===== config.mk =====
export PLATFORM = sky130hd
export DESIGN_NAME = keyed_wdog
export DESIGN_NICKNAME = d
export VERILOG_FILES = /design/src/rtl/keyed_wdog_pkg.sv /design/src/rtl/wdg_ctrl_reg.sv /design/src/rtl/wdg_down_cnt.sv /design/src/rtl/wdg_evt_sel.sv /design/src/rtl/keyed_wdog.sv
export SDC_FILE = /design/constraint.sdc
export NUM_CORES = 1
export LEC_CHECK = 0
export BUFFER_PORTS_ARGS = -buffer_cell sky130_fd_sc_hd__buf_2
export CORE_MARGIN = 2
export CORE_UTILIZATION = 30
export DETAILED_ROUTE_END_ITERATION = 7
export GPL_ROUTABILITY_DRIVEN = 0
export GPL_TIMING_DRIVEN = 0
export PLACE_DENSITY = 0.48
export SYNTH_ARGS = -nofsm -noshare
export SYNTH_HDL_FRONTEND = slang
export SYNTH_SLANG_ARGS = --single-unit

===== constraint.sdc =====
create_clock -name clk -period 2.8 [get_ports clk]
set_clock_uncertainty 0.05 [all_clocks]
set_input_delay 0.28 -clock clk [delete_from_list [all_inputs] [get_ports clk]]
set_output_delay 0.28 -clock clk [all_outputs]
set_load 0.03 [all_outputs]

===== src/rtl/keyed_wdog_pkg.sv =====
package keyed_wdog_pkg;

    localparam int CTRL_W   = 16;
    localparam int EXP_BIT  = 15;
    localparam int EN_LSB   = 4;
    localparam int EN_W     = 8;
    localparam int ACT_LSB  = 1;
    localparam int ACT_W    = 2;
    localparam int ADDR_W   = 2;
    localparam int N_EVT    = 3;

    localparam logic [EN_W-1:0]   STOP_KEY = 8'hAD;

    localparam logic [ADDR_W-1:0] A_CTRL   = 2'd0;
    localparam logic [ADDR_W-1:0] A_RELOAD = 2'd1;
    localparam logic [ADDR_W-1:0] A_STATUS = 2'd2;

    typedef enum logic [ACT_W-1:0] {
        ACT_RESET = 2'b00,
        ACT_NMI   = 2'b01,
        ACT_GPI   = 2'b10,
        ACT_NONE  = 2'b11
    } wdg_act_e;

    typedef struct packed {
        logic            expired;
        logic [EN_W-1:0] en;
        wdg_act_e        act;
    } wdg_ctrl_t;

    function automatic logic is_running(input logic [EN_W-1:0] en);
        return en != STOP_KEY;
    endfunction

    function automatic logic [CTRL_W-1:0] ctrl_word(input wdg_ctrl_t c);
        logic [CTRL_W-1:0] w;
        w = '0;
        w[EXP_BIT]                 = c.expired;
        w[EN_LSB +: EN_W]          = c.en;
        w[ACT_LSB +: ACT_W]        = c.act;
        return w;
    endfunction

endpackage


===== src/rtl/wdg_ctrl_reg.sv =====
module wdg_ctrl_reg
    import keyed_wdog_pkg::*;
(
    input  logic            clk,
    input  logic            rst,
    input  logic            wr_ctrl,
    input  logic            wr_clr,
    input  logic [EN_W-1:0] wr_en,
    input  wdg_act_e        wr_act,
    input  logic            at_zero,
    output wdg_ctrl_t       ctrl,
    output logic            run,
    output logic            start
);

    logic expire_now;

    assign run        = is_running(ctrl.en);
    assign start      = wr_ctrl && !run && is_running(wr_en);
    assign expire_now = run && at_zero;

    always_ff @(posedge clk) begin
        if (rst) begin
            ctrl.expired <= 1'b0;
            ctrl.en      <= STOP_KEY;
            ctrl.act     <= ACT_NONE;
        end else begin
            if (wr_ctrl) begin
                ctrl.en  <= wr_en;
                ctrl.act <= wr_act;
            end
            if (expire_now)
                ctrl.expired <= 1'b1;
            else if (wr_ctrl && wr_clr)
                ctrl.expired <= 1'b0;
        end
    end

    AST_EXP_SET: assert property (@(posedge clk) disable iff (rst)
        (run && at_zero) |=> ctrl.expired) else $error("expiry missed");

    AST_EXP_STICKY: assert property (@(posedge clk) disable iff (rst)
        (ctrl.expired && !(wr_ctrl && wr_clr)) |=> ctrl.expired) else $error("flag lost");

    AST_CLR_WINS_ONLY_IDLE: assert property (@(posedge clk) disable iff (rst)
        (ctrl.expired && wr_ctrl && wr_clr && !(run && at_zero)) |=> !ctrl.expired) else $error("clear lost");

endmodule


===== src/rtl/wdg_down_cnt.sv =====
module wdg_down_cnt #(
    parameter int CNT_W = 32
) (
    input  logic             clk,
    input  logic             rst,
    input  logic             run,
    input  logic             load,
    input  logic [CNT_W-1:0] reload,
    output logic [CNT_W-1:0] cnt,
    output logic             at_zero
);

    assign at_zero = (cnt == '0);

    always_ff @(posedge clk) begin
        if (rst)
            cnt <= '1;
        else if (load)
            cnt <= reload;
        else if (run && !at_zero)
            cnt <= cnt - 1'b1;
    end

    AST_LOAD: assert property (@(posedge clk) disable iff (rst)
        load |=> (cnt == $past(reload))) else $error("load wrong");

    AST_DEC: assert property (@(posedge clk) disable iff (rst)
        (run && !load && !at_zero) |=> (cnt == $past(cnt) - 1'b1)) else $error("no decrement");

    AST_HOLD_STOPPED: assert property (@(posedge clk) disable iff (rst)
        (!run && !load) |=> $stable(cnt)) else $error("moved while stopped");

    AST_ZERO_HOLD: assert property (@(posedge clk) disable iff (rst)
        (at_zero && !load) |=> (cnt == '0)) else $error("left zero");

endmodule


===== src/rtl/wdg_evt_sel.sv =====
module wdg_evt_sel
    import keyed_wdog_pkg::*;
(
    input  logic             clk,
    input  logic             rst,
    input  wdg_ctrl_t        ctrl,
    output logic [N_EVT-1:0] evt
);

    for (genvar g = 0; g < N_EVT; g++) begin : g_evt
        assign evt[g] = ctrl.expired && (ctrl.act == wdg_act_e'(ACT_W'(g)));
    end

    AST_ONE_EVENT: assert property (@(posedge clk) disable iff (rst)
        $onehot0(evt)) else $error("several events");

    AST_NONE_QUIET: assert property (@(posedge clk) disable iff (rst)
        (ctrl.act == ACT_NONE) |-> (evt == '0)) else $error("event on none");

endmodule


===== src/rtl/keyed_wdog.sv =====
module keyed_wdog
    import keyed_wdog_pkg::*;
#(
    parameter int DATA_W = 32,
    parameter int CNT_W  = 32
) (
    input  logic              clk,
    input  logic              rst,
    input  logic              bus_sel,
    input  logic              bus_wr,
    input  logic [1:0]        bus_addr,
    input  logic [DATA_W-1:0] bus_wdata,
    output logic [DATA_W-1:0] bus_rdata,
    output logic              evt_reset,
    output logic              evt_nmi,
    output logic              evt_gpi
);

    localparam logic [CNT_W-1:0] RELOAD_RST = '1;

    logic             wr_any, wr_ctrl, wr_reload, wr_status;
    logic [CNT_W-1:0] reload, cnt;
    logic             run, start, at_zero;
    wdg_ctrl_t        ctrl;
    logic [N_EVT-1:0] evt;

    assign wr_any    = bus_sel && bus_wr;
    assign wr_ctrl   = wr_any && (bus_addr == A_CTRL);
    assign wr_reload = wr_any && (bus_addr == A_RELOAD);
    assign wr_status = wr_any && (bus_addr == A_STATUS);

    always_ff @(posedge clk) begin
        if (rst)
            reload <= RELOAD_RST;
        else if (wr_reload)
            reload <= bus_wdata[CNT_W-1:0];
    end

    wdg_ctrl_reg u_ctrl (
        .clk     (clk),
        .rst     (rst),
        .wr_ctrl (wr_ctrl),
        .wr_clr  (bus_wdata[EXP_BIT]),
        .wr_en   (bus_wdata[EN_LSB +: EN_W]),
        .wr_act  (wdg_act_e'(bus_wdata[ACT_LSB +: ACT_W])),
        .at_zero (at_zero),
        .ctrl    (ctrl),
        .run     (run),
        .start   (start)
    );

    wdg_down_cnt #(.CNT_W(CNT_W)) u_cnt (
        .clk     (clk),
        .rst     (rst),
        .run     (run),
        .load    (wr_status || start),
        .reload  (reload),
        .cnt     (cnt),
        .at_zero (at_zero)
    );

    wdg_evt_sel u_evt (
        .clk  (clk),
        .rst  (rst),
        .ctrl (ctrl),
        .evt  (evt)
    );

    assign evt_reset = evt[ACT_RESET];
    assign evt_nmi   = evt[ACT_NMI];
    assign evt_gpi   = evt[ACT_GPI];

    always_comb begin
        case (bus_addr)
            A_CTRL:   bus_rdata = DATA_W'(ctrl_word(ctrl));
            A_RELOAD: bus_rdata = DATA_W'(reload);
            A_STATUS: bus_rdata = DATA_W'(cnt);
            default:  bus_rdata = '0;
        endcase
    end

    AST_RELOAD_STABLE: assert property (@(posedge clk) disable iff (rst)
        (!wr_reload) |=> $stable(reload)) else $error("reload changed");

endmodule


======== After elaboration in Yosys (flattened, before gate mapping) ========
Index checks and enable logic that the tools add are counted.
cells by class
  reduce and logical (&&, ||, !) cells .... 20
  eq/ne operators ......................... 6
  add/subtract/negate cells ............... 1
  muxes and demuxes ....................... 5
operator list
  operator                                             count
  one-hot mux 32 bit (3 select lines)                  1
  two-way mux 32 bit                                   2
  zero test 32 bit                                     1
  subtractor 32 x 1 -> 32 bit (second input constant)  1
  inequality test 8 bit (second input constant)        2
  logical AND 1 bit                                    12
  == test 2 x 1 -> 1 bit (second input constant)       2
  == test 2 bit (second input constant)                2
  zero test 2 bit                                      2
  nonzero test 2 bit                                   2
  zero test 1 bit                                      2
  two-way mux 1 bit                                    2
  logical OR 1 bit                                     1
word-level totals
  bits in registers ....................... 75
  output and inout bits ................... 35

======== Depth between registers and ports, before layout ========
Gate-level depths: netlist of the first run.
  depth in word-level cells ............... 6
  mapped depth ............................ 11
  mapped depth without buffers ............ 8

======== Modules after synthesis ========
Synthesis of the first run repeated with hierarchy kept, for this count alone.
unflattened totals
  cell total of the unflattened synthesis .. 521
  area total of the unflattened synthesis .. 4489.3 um^2
modules (own cells, without submodules)
  module        instances  area each (um^2)  cells each  sequential area each (um^2)
  wdg_down_cnt  1          2243.4            276         640.6
  keyed_wdog    1          1747.9            197         640.6
  wdg_ctrl_reg  1          467.9             45          220.2
  wdg_evt_sel   1          30.0              3           0.0

======== Worst setup path before layout of the first run ========
Ideal clock, no wire load.
  path type ............................... flip-flop to flip-flop
  start ................................... reg u_cnt.cnt[0]
  end ..................................... reg u_cnt.cnt[19]
  stages on the path, launching flop included .. 12
  setup time .............................. 0.128 ns
  clock period less this slack ............ 2.352 ns
  arrival time ............................ 2.174 ns
  slack ................................... 0.448 ns
  cells stage by stage .................... dfxtp_1 inv_1 ha_1 or4b_1 clkbuf_1 nor4_4 a31o_1 buf_4 buf_6 nor2_1 o21ai_1 o211ai_1
between the ends
  word-level cells in the longest chain between the ends .. 4
  elaborated cells on any way between the ends .. 7
  classes of those cells .................. add/sub (1); mux (2); reduce/logical (4)
ends and longest elaborated chain
  element                                                                              RTL line            text
  from (decl)                                                                          wdg_down_cnt.sv:9   output logic [CNT_W-1:0] cnt,
  from (signal assigned)                                                               wdg_down_cnt.sv:19  cnt <= reload;
  from (signal assigned)                                                               wdg_down_cnt.sv:21  cnt <= cnt - 1'b1;
  parallel branches: the longest is 4 deep, another holds subtractor 32 x 1 -> 32 bit  -
Parallel ways; which one is timed is not known. The select of a mux whose other input is x is not followed.
A chain may end at the register's enable or synchronous reset.

======== Final worst setup path of the first run ========
  start ................................... reg, netlist name u_ctrl.ctrl[9]
  end ..................................... reg u_cnt.cnt[14]
between the ends
  word-level cells in the longest chain between the ends .. 6
  elaborated cells on any way between the ends .. 8
  classes of those cells .................. eq/ne (1); mux (1); reduce/logical (6)
ends and longest elaborated chain
  element                                                   RTL line              text
  inequality test 8 bit (*)                                 keyed_wdog_pkg.sv:32  return en != STOP_KEY;
  zero test 1 bit                                           wdg_ctrl_reg.sv:19    assign start = wr_ctrl && !run && is_running(wr_en);
  logical AND 1 bit (2 in a row)                            wdg_ctrl_reg.sv:19
  logical OR 1 bit                                          keyed_wdog.sv:56      .load (wr_status || start),
  two-way mux 32 bit or nonzero test 2 bit (tied branches)  -
Mark *: on every way between the ends. The rest lies on a longest branch, timed or not.

==> impl_metrics.csv, run 1 <==
group,metric,value,unit
run_status,status,"complete, no violations",
global_routing,grt_use_total,0.202,
final_layout,drive_gt1_frac,0.178,
placed_design,dp_hpwl,10600,microns
final_layout,final_cell_mix,"nand2_1 (115), dfxtp_1 (75), buf_2 (73), a21oi_1 (48), nand3b_1 (40)",
drt,wire_per_inst,18.1,microns
clock_tree,h-tree-depth,3,
floorplan,rows,42,
synth,synth_nets,575,
synth,async_flop_share,0,
drt,finalWirelength,14500,microns
floorplan,core,13300,sq um
job,maxCapViolations,0,
floorplan,die_y,121,microns
synth,synth_edf_count,0,
drt,vias_per_cell,5.37,
final_layout,nFillCells,1391,
clock_tree,clock_latency,0.34,ns
placed_design,port_buffers,70,
drt,dr.pass1.iters,5,
clock_tree,clk_path_buf_depth,2,
synth,syn_inst,536,
power_and_ir_drop,powerDensity,674,nW/um^2
worst_setup_path,critPathKind,"reg -> reg",
clock_tree,cts.sinks,75,
global_routing,grt_antenna_before_repair,0,
synth,synthTopCellsByArea,"dfxtp_1 (36%), nand2_1 (10%), nand3b_1 (7.3%)",
timing,setup_viol,0,
drt,post-route-drc-count,0,
min_path,holdCritPathClass,"in -> reg",
timing,slew-limit-headroom,0.486,
worst_setup_path,cp.arrival,2.89,ns
timing,clock.fmax,0.373,GHz
synth,synth_top_area_share,0.365,
global_routing,overflow,0,
clock_tree,postCtsHoldBufs,0,
clock_tree,cts_buffers,9,
clock_tree,cts_tree,"done",
drt,ant_nets,0,
clock_tree,clk_pin_slew,0.06,ns
synth,netlist_area,4120,sq um
final_layout,finalInstanceArea,5070,sq um
timing,tns,0,ns
clock_tree,clk_root_buffer_cell,"clkbuf_16",
final_layout,fin_util,0.381,
power_and_ir_drop,p_leak,2.18,nW
synth,avgSynthCellArea,7.68,sq um
timing,finalCritPeriodShare,0.958,
floorplan,io_pins,73,
timing,post-route-min-period,2.68,ns
synth,synth_ff_type,"dfxtp_1",
final_layout,final_common_cell,"nand2_1",
floorplan,die_w,121,microns
final_layout,areaGrowthSynthToFinish,23.2,%
worst_setup_path,reg2regPathDepth,6,
drt,vias,4298,
global_routing,grt_pass1_vias,4074,
min_path,whs_path_depth,3,
timing,rsz0062_at_grt,"false",
placed_design,place_area,4690,sq um
global_routing,grt_max_degree,13,
power_and_ir_drop,power.total,0.00342,W
floorplan,start_util,0.310,
timing,worst_pin_slew,0.764,ns
worst_setup_path,end_kind,"flip-flop",
synth,ys_seq_area_frac,0.365,
synth,ys_warn_count,0,
timing,slew_viol_final,0,
timing,finalHoldViolations,0,
power_and_ir_drop,peakVddDrop,0.000242,V
worst_setup_path,cp_max_fo,10,
synth,synth_top_area_cell,"dfxtp_1",
worst_setup_path,cp.required,3.01,ns
synth,yosys.cell_types.count,49,
floorplan,die_area,14700,sq um
drt,drtIter0Drc,274,
timing,holdWs,0.0956,ns
global_routing,grt_pass1_wl,22700,microns
final_layout,diodes,0,
synth,ys_ff_latch,75,
final_layout,num-nets-final,658,
worst_setup_path,worstSetupStartpointType,"flip-flop",
-- worst max-delay path: stages, from the launching register on --
cell and delay (ns):
dfxtp_1 0.41, nand4b_1 0.18, or2_2 0.38, o31ai_2 0.67, clkbuf_1 0.63, a21oi_1 0.15
o211ai_1 0.11
-- final timing paths --
kind	from	end	slack [ns]
max	u_ctrl.ctrl[9]	u_cnt.cnt[14]	0.12
min reg2reg	u_ctrl.ctrl[3]	u_ctrl.ctrl[3]	0.42
max reg2reg	u_ctrl.ctrl[9]	u_cnt.cnt[14]	0.12
min	bus_wdata[17]	reload[17]	0.1
-- kinds of logic (layout without fill, tap and decap cells) --
family                   after synthesis  after routing  share of synthesized area
adder cells (fa/ha/maj)                1              1                    0.00304
XOR/XNOR                               1              1                    0.00213
multiplexers                          11             11                     0.0268
flip-flops                            75             75                      0.365
AO/OA/AOI/OAI                        131            131                      0.198
AND/OR/NAND/NOR                      266            266                      0.349
buffers and inverters                 51            139                     0.0566
-- through the flow --
step                worst slack (ns)  std cells
global route                  0.0207        800
detailed placement           -0.0537        782
floorplan                      0.448        536
CTS                           0.0119        798
finish                         0.119        800
global placement             -0.0516        782
-- final cells by class --
type                            count  area [sq um]  area share
Clock inverter                      4          95.1      0.0188
Tap cell                          176           220      0.0434
Multi-Input combinational cell    410          2380       0.470
Buffer                             43           203      0.0400
Clock buffer                       12           267      0.0526
Timing Repair Buffer               73           373      0.0735
Inverter                            7          26.3     0.00518
Sequential cell                    75          1500       0.296
-- repair_timing --
item,4_1_cts,5_1_grt
buffers inserted,0,3
setup endpoints to repair,10,31
pin swaps,1,2
gates resized for setup,0,1
-- cell usage after synthesis (all sizes together) (6+ instances only) --
master  count
inv         7
nor2       19
buf        10
o211ai      7
nand2     115
o21ai      36
clkbuf     34
nand3b     40
dfxtp      75
nor3       17
o311ai      6
a21oi      49
nor4        9
nand4       6
mux2i      11
a22o       21
nand3      28
-- flip-flops by register name, indices dropped and copies added (netlist names) --
name,cells
u_ctrl.ctrl,11
reload,32
u_cnt.cnt,32
-- routing by layer --
| layer | up-vias | part of all wire | track usage |
|---|---|---|---|
| li1 | 2096 | - | - |
| met1 | 2022 | 0.48 | 0.291 |
| met2 | 158 | 0.43 | 0.303 |
| met4 | 0 | 0.020 | 0.0661 |
| met3 | 22 | 0.066 | 0.0367 |
| met5 | - | 0 | 0 |
-- power breakdown --
part | internal, W | switching, W
Clock | 0.000942 | 0.000465
Sequential | 0.00116 | 0.000121
Combinational | 0.000267 | 0.000457
Total | 0.00237 | 0.00104
No activity file was read; power rests on OpenSTA's default activity.
==> run 2, diff against run 1 <==
--- a/config.mk
+++ b/config.mk
@@ -8,10 +8,12 @@
 export BUFFER_PORTS_ARGS = -buffer_cell sky130_fd_sc_hd__buf_2
 export CORE_MARGIN = 2
 export CORE_UTILIZATION = 30
+export CTS_CLUSTER_SIZE = 20
 export DETAILED_ROUTE_END_ITERATION = 7
 export GPL_ROUTABILITY_DRIVEN = 0
 export GPL_TIMING_DRIVEN = 0
-export PLACE_DENSITY = 0.48
+export HOLD_SLACK_MARGIN = 0.08
+export PLACE_DENSITY = 0.45
 export SYNTH_ARGS = -nofsm -noshare
 export SYNTH_HDL_FRONTEND = slang
 export SYNTH_SLANG_ARGS = --single-unit
==> impl_metrics.csv, run 2 (synthesis results as in run 1) <==
group,metric,value,unit
clock_tree,postCtsHoldBufs,0,
clock_tree,clk_pin_slew,0.06,ns
floorplan,die_w,121,microns
final_layout,final_cell_mix,"nand2_1 (115), dfxtp_1 (75), buf_2 (73), a21oi_1 (48), nand3b_1 (40)",
global_routing,grt_pass1_vias,4128,
worst_setup_path,worstSetupStartpointType,"flip-flop",
floorplan,rows,42,
timing,finalCritPeriodShare,0.974,
clock_tree,clock_latency,0.35,ns
final_layout,diodes,0,
worst_setup_path,cp_max_fo,10,
drt,post-route-drc-count,0,
clock_tree,cts.sinks,75,
floorplan,die_area,14700,sq um
placed_design,dp_hpwl,10700,microns
final_layout,areaGrowthSynthToFinish,21.8,%
worst_setup_path,cp.arrival,2.95,ns
worst_setup_path,cp.required,3.03,ns
worst_setup_path,end_kind,"flip-flop",
power_and_ir_drop,powerDensity,641,nW/um^2
final_layout,top_regs,"reload (32), u_cnt.cnt (32), u_ctrl.ctrl (11)",
timing,slew_viol_final,0,
timing,setup_viol,0,
power_and_ir_drop,p_leak,2.15,nW
run_status,status,"complete, no violations",
final_layout,finalInstanceArea,5010,sq um
drt,wire_per_inst,18.9,microns
timing,worst_pin_slew,0.796,ns
placed_design,dp.cells,782,
global_routing,grt_antenna_before_repair,1,
power_and_ir_drop,peakVddDrop,0.000258,V
drt,vias_per_cell,5.36,
min_path,holdCritPathClass,"in -> reg",
global_routing,grt_max_degree,12,
timing,slew-limit-headroom,0.465,
timing,rsz0062_at_grt,"false",
drt,drtIter0Drc,357,
clock_tree,clk_path_buf_depth,2,
floorplan,io_pins,73,
drt,vias,4289,
floorplan,start_util,0.310,
clock_tree,cts_tree,"done",
final_layout,drive_gt1_frac,0.175,
global_routing,grt_use_total,0.214,
placed_design,place_area,4690,sq um
drt,finalWirelength,15100,microns
final_layout,final_cells,800,
timing,clock.fmax,0.366,GHz
worst_setup_path,critPathKind,"reg -> reg",
job,maxCapViolations,0,
global_routing,grt_pass1_wl,23500,microns
drt,ant_nets,0,
timing,finalHoldViolations,0,
final_layout,final_common_cell,"nand2_1",
final_layout,num-nets-final,659,
drt,dr.pass1.iters,5,
clock_tree,cts_buffers,9,
placed_design,port_buffers,70,
clock_tree,h-tree-depth,3,
timing,post-route-min-period,2.73,ns
clock_tree,clk_root_buffer_cell,"clkbuf_16",
global_routing,overflow,0,
floorplan,die_y,121,microns
floorplan,core,13300,sq um
run 2: critical path, cell delays in order (launching register included):
cell	delay, ns
dfxtp_1	0.41
nand4b_1	0.18
or2_2	0.38
o31ai_2	0.69
clkbuf_1	0.57
a21oi_1	0.23
o211ai_1	0.14
run 2: metal layers:
layer  GRT usage  part of all wire  wire length, microns
met3      0.0395             0.054                   808
met5           0                 0                     0
met2       0.317              0.44                  6630
met1       0.310              0.49                  7390
met4      0.0712             0.017                   264
run 2: layout make-up:
type	count	area (sq um)
plain buffers	43	203
clock buffers	13	260
clock inverters	2	35.0
fillers	1459	8280
inverters	7	26.3
multi-input cells	410	2380
flip-flops and latches	75	1500
well taps	176	220
repair buffers	74	380
run 2: power by group:
| part | total (W) | switching (W) | internal [W] |
|---|---|---|---|
| clock | 0.00120 | 0.000464 | 0.000733 |
| sequential | 0.00129 | 0.000122 | 0.00116 |
| combinational | 0.000730 | 0.000463 | 0.000267 |
| total | 0.00321 | 0.00105 | 0.00216 |
run 2: metrics by stage:
stage               worst slack [ns]  power (W)  TNS, ns  hold slack, ns   util
floorplan                      0.448    0.00178        0           0.351      -
global placement             -0.0684    0.00202   -0.557           0.413  0.352
detailed placement           -0.0783    0.00203   -0.708           0.419  0.352
CTS                           0.0814    0.00323        0          0.0818  0.375
global route                  0.0149    0.00336        0          0.0906  0.377
finish                        0.0714    0.00321        0          0.0856  0.377
run 2: worst paths after layout:
path,from,endpoint,slack [ns],depth (start not counted)
worst max-delay path,u_ctrl.ctrl[9],u_cnt.cnt[1],0.07,6
worst min-delay path,bus_wdata[16],reload[16],0.09,3
worst max register to register,u_ctrl.ctrl[9],u_cnt.cnt[1],0.07,6
worst min register to register,u_ctrl.ctrl[6],u_ctrl.ctrl[6],0.42,2
run 2: what timing repair did:
action,in CTS,in global routing
endpoints found under the setup margin,10,30
buffers inserted,2,2
resized for setup,0,1
pin swaps,1,1
==> run 3, diff against run 2 <==
--- a/config.mk
+++ b/config.mk
@@ -6,6 +6,8 @@
 export NUM_CORES = 1
 export LEC_CHECK = 0
 export BUFFER_PORTS_ARGS = -buffer_cell sky130_fd_sc_hd__buf_2
+export CELL_PAD_IN_SITES_DETAIL_PLACEMENT = 0
+export CELL_PAD_IN_SITES_GLOBAL_PLACEMENT = 1
 export CORE_MARGIN = 2
 export CORE_UTILIZATION = 30
 export CTS_CLUSTER_SIZE = 20
@@ -13,7 +15,7 @@
 export GPL_ROUTABILITY_DRIVEN = 0
 export GPL_TIMING_DRIVEN = 0
 export HOLD_SLACK_MARGIN = 0.08
-export PLACE_DENSITY = 0.45
+export PLACE_DENSITY = 0.59
 export SYNTH_ARGS = -nofsm -noshare
 export SYNTH_HDL_FRONTEND = slang
 export SYNTH_SLANG_ARGS = --single-unit
==> impl_metrics.csv, run 3 (synthesis results as in run 1) <==
group,metric,value,unit
global_routing,grt_pass1_vias,4141,
min_path,min_from,"bus_wdata[26]",
worst_setup_path,cp.required,2.99,ns
final_layout,final_cell_mix,"nand2_1 (115), dfxtp_1 (75), buf_2 (73), a21oi_1 (48), nand3b_1 (40)",
drt,drtIter0Drc,329,
drt,vias_per_cell,5.46,
floorplan,die_y,121,microns
timing,slew_viol_final,0,
floorplan,core,13300,sq um
timing,worst_slack,0.168,ns
placed_design,port_buffers,70,
floorplan,die_w,121,microns
power_and_ir_drop,p_leak,2.14,nW
final_layout,diodes,0,
timing,slew-limit-headroom,0.465,
drt,finalWirelength,15600,microns
final_layout,top_regs,"reload (32), u_cnt.cnt (32), u_ctrl.ctrl (11)",
clock_tree,cts.sinks,75,
worst_setup_path,reg2regPathDepth,9,
timing,rsz0062_at_grt,"false",
final_layout,drive_gt1_frac,0.175,
clock_tree,postCtsHoldBufs,0,
clock_tree,clk_pin_slew,0.06,ns
power_and_ir_drop,peakVddDrop,0.000379,V
min_path,holdCritPathClass,"in -> reg",
placed_design,dp.cells,782,
worst_setup_path,r2r-end,"u_cnt.cnt[30]",
global_routing,grt_max_degree,13,
min_path,whs_path_depth,3,
final_layout,final_cells,798,
clock_tree,clk_root_buffer_cell,"clkbuf_16",
final_layout,nFillCells,1475,
clock_tree,cts_buffers,9,
floorplan,rows,42,
worst_setup_path,critPathKind,"reg -> reg",
timing,post-route-min-period,2.63,ns
worst_setup_path,cp.arrival,2.82,ns
final_layout,final_common_cell,"nand2_1",
job,maxCapViolations,0,
clock_tree,clk_path_buf_depth,2,
global_routing,grt_antenna_before_repair,0,
timing,worst_pin_slew,0.803,ns
clock_tree,h-tree-depth,3,
floorplan,die_area,14700,sq um
worst_setup_path,r2r_setup_slack,0.17,ns
floorplan,io_pins,73,
worst_setup_path,end_kind,"flip-flop",
global_routing,grt_pass1_wl,24200,microns
floorplan,start_util,0.310,
final_layout,num-nets-final,658,
timing,finalHoldViolations,0,
timing,finalCritPeriodShare,0.940,
worst_setup_path,cp_max_fo,10,
global_routing,grt_use_total,0.219,
drt,vias,4354,
timing,clock.fmax,0.380,GHz
clock_tree,clock_latency,0.35,ns
worst_setup_path,r2r-start,"u_cnt.cnt[1]",
clock_tree,cts_tree,"done",
placed_design,dp_hpwl,11500,microns
global_routing,overflow,0,
drt,wire_per_inst,19.5,microns
worst_setup_path,worstSetupStartpointType,"flip-flop",
final_layout,areaGrowthSynthToFinish,21.6,%
run_status,status,"complete, no violations",
power_and_ir_drop,powerDensity,633,nW/um^2
drt,post-route-drc-count,0,
drt,ant_nets,0,
drt,dr.pass1.iters,5,
placed_design,preCtsSetupSlack,-0.110,ns
timing,setup_viol,0,
min_path,holdPathEnd,"reload[26]",
==> run 3: changes by cell type in the layout (fill, tap and decap cells not counted), sizes merged <==
cell	change
buf	-1
clkinvlp	+1
clkinv	+2
clkbuf	-4
==> run 3: timing repair <==
| action | 4_1_cts | 5_1_grt |
|---|---|---|
| setup endpoints to repair | 13 | 31 |
| gates resized for setup | 0 | 3 |
| buffers inserted | 2 | 1 |
| pin swaps | 1 | 2 |
| gates cloned | 0 | 0 |
==> run 3: where the power goes <==
part | total (W) | switching [W] | internal (W)
clock network | 0.00115 | 0.000468 | 0.000678
logic | 0.000735 | 0.000466 | 0.000269
registers | 0.00129 | 0.000125 | 0.00116
==> run 3: metal layers <==
layer  vias to the layer above  GRT usage  share of wire
li1                       2105          -              -
met1                      2087      0.326           0.49
met2                       149      0.314           0.43
met3                        13     0.0550          0.066
met4                         0     0.0538          0.012
met5                         -          0              0
==> run 3: worst max-delay path by stage <==
stage	start	to
floorplan	u_cnt.cnt[0]	u_cnt.cnt[19]
finish	u_cnt.cnt[1]	u_cnt.cnt[30]
CTS	u_cnt.cnt[1]	u_cnt.cnt[29]
detailed placement	u_cnt.cnt[1]	u_cnt.cnt[29]
global placement	u_cnt.cnt[1]	u_cnt.cnt[21]
global route	u_cnt.cnt[1]	u_cnt.cnt[30]
==> run 3: through the flow <==
step | utilization | cell area [sq um] | power (W) | hold WS, ns | setup TNS [ns]
finish | 0.377 | 5010 | 0.00317 | 0.0914 | 0
global route | 0.377 | 5010 | 0.00333 | 0.0890 | 0
CTS | 0.375 | 4980 | 0.00318 | 0.0846 | 0
detailed placement | 0.352 | 4690 | 0.00204 | 0.432 | -1.06
global placement | 0.352 | 4690 | 0.00203 | 0.426 | -1.37
floorplan | - | 4120 | 0.00178 | 0.351 | 0
==> run 3: cell type report <==
type,count,area (sq um),share of cell area
clock buffer,9,225,0.0450
buffer,43,203,0.0405
sequential,75,1500,0.300
timing repair buffer,73,373,0.0745
tap,176,220,0.0440
inverter,7,26.3,0.00525
clock inverter,5,56.3,0.0112
multi-input combinational,410,2400,0.480
==> run 3: worst max-delay path, stage by stage, from the launching register on <==
cell      delay, ns
dfxtp_1        0.38
inv_1          0.08
ha_1           0.20
or4b_4         0.56
nor4_4         0.41
nand3_1        0.20
a21oi_4        0.23
buf_4          0.23
o21ai_1        0.10
o311ai_1       0.09
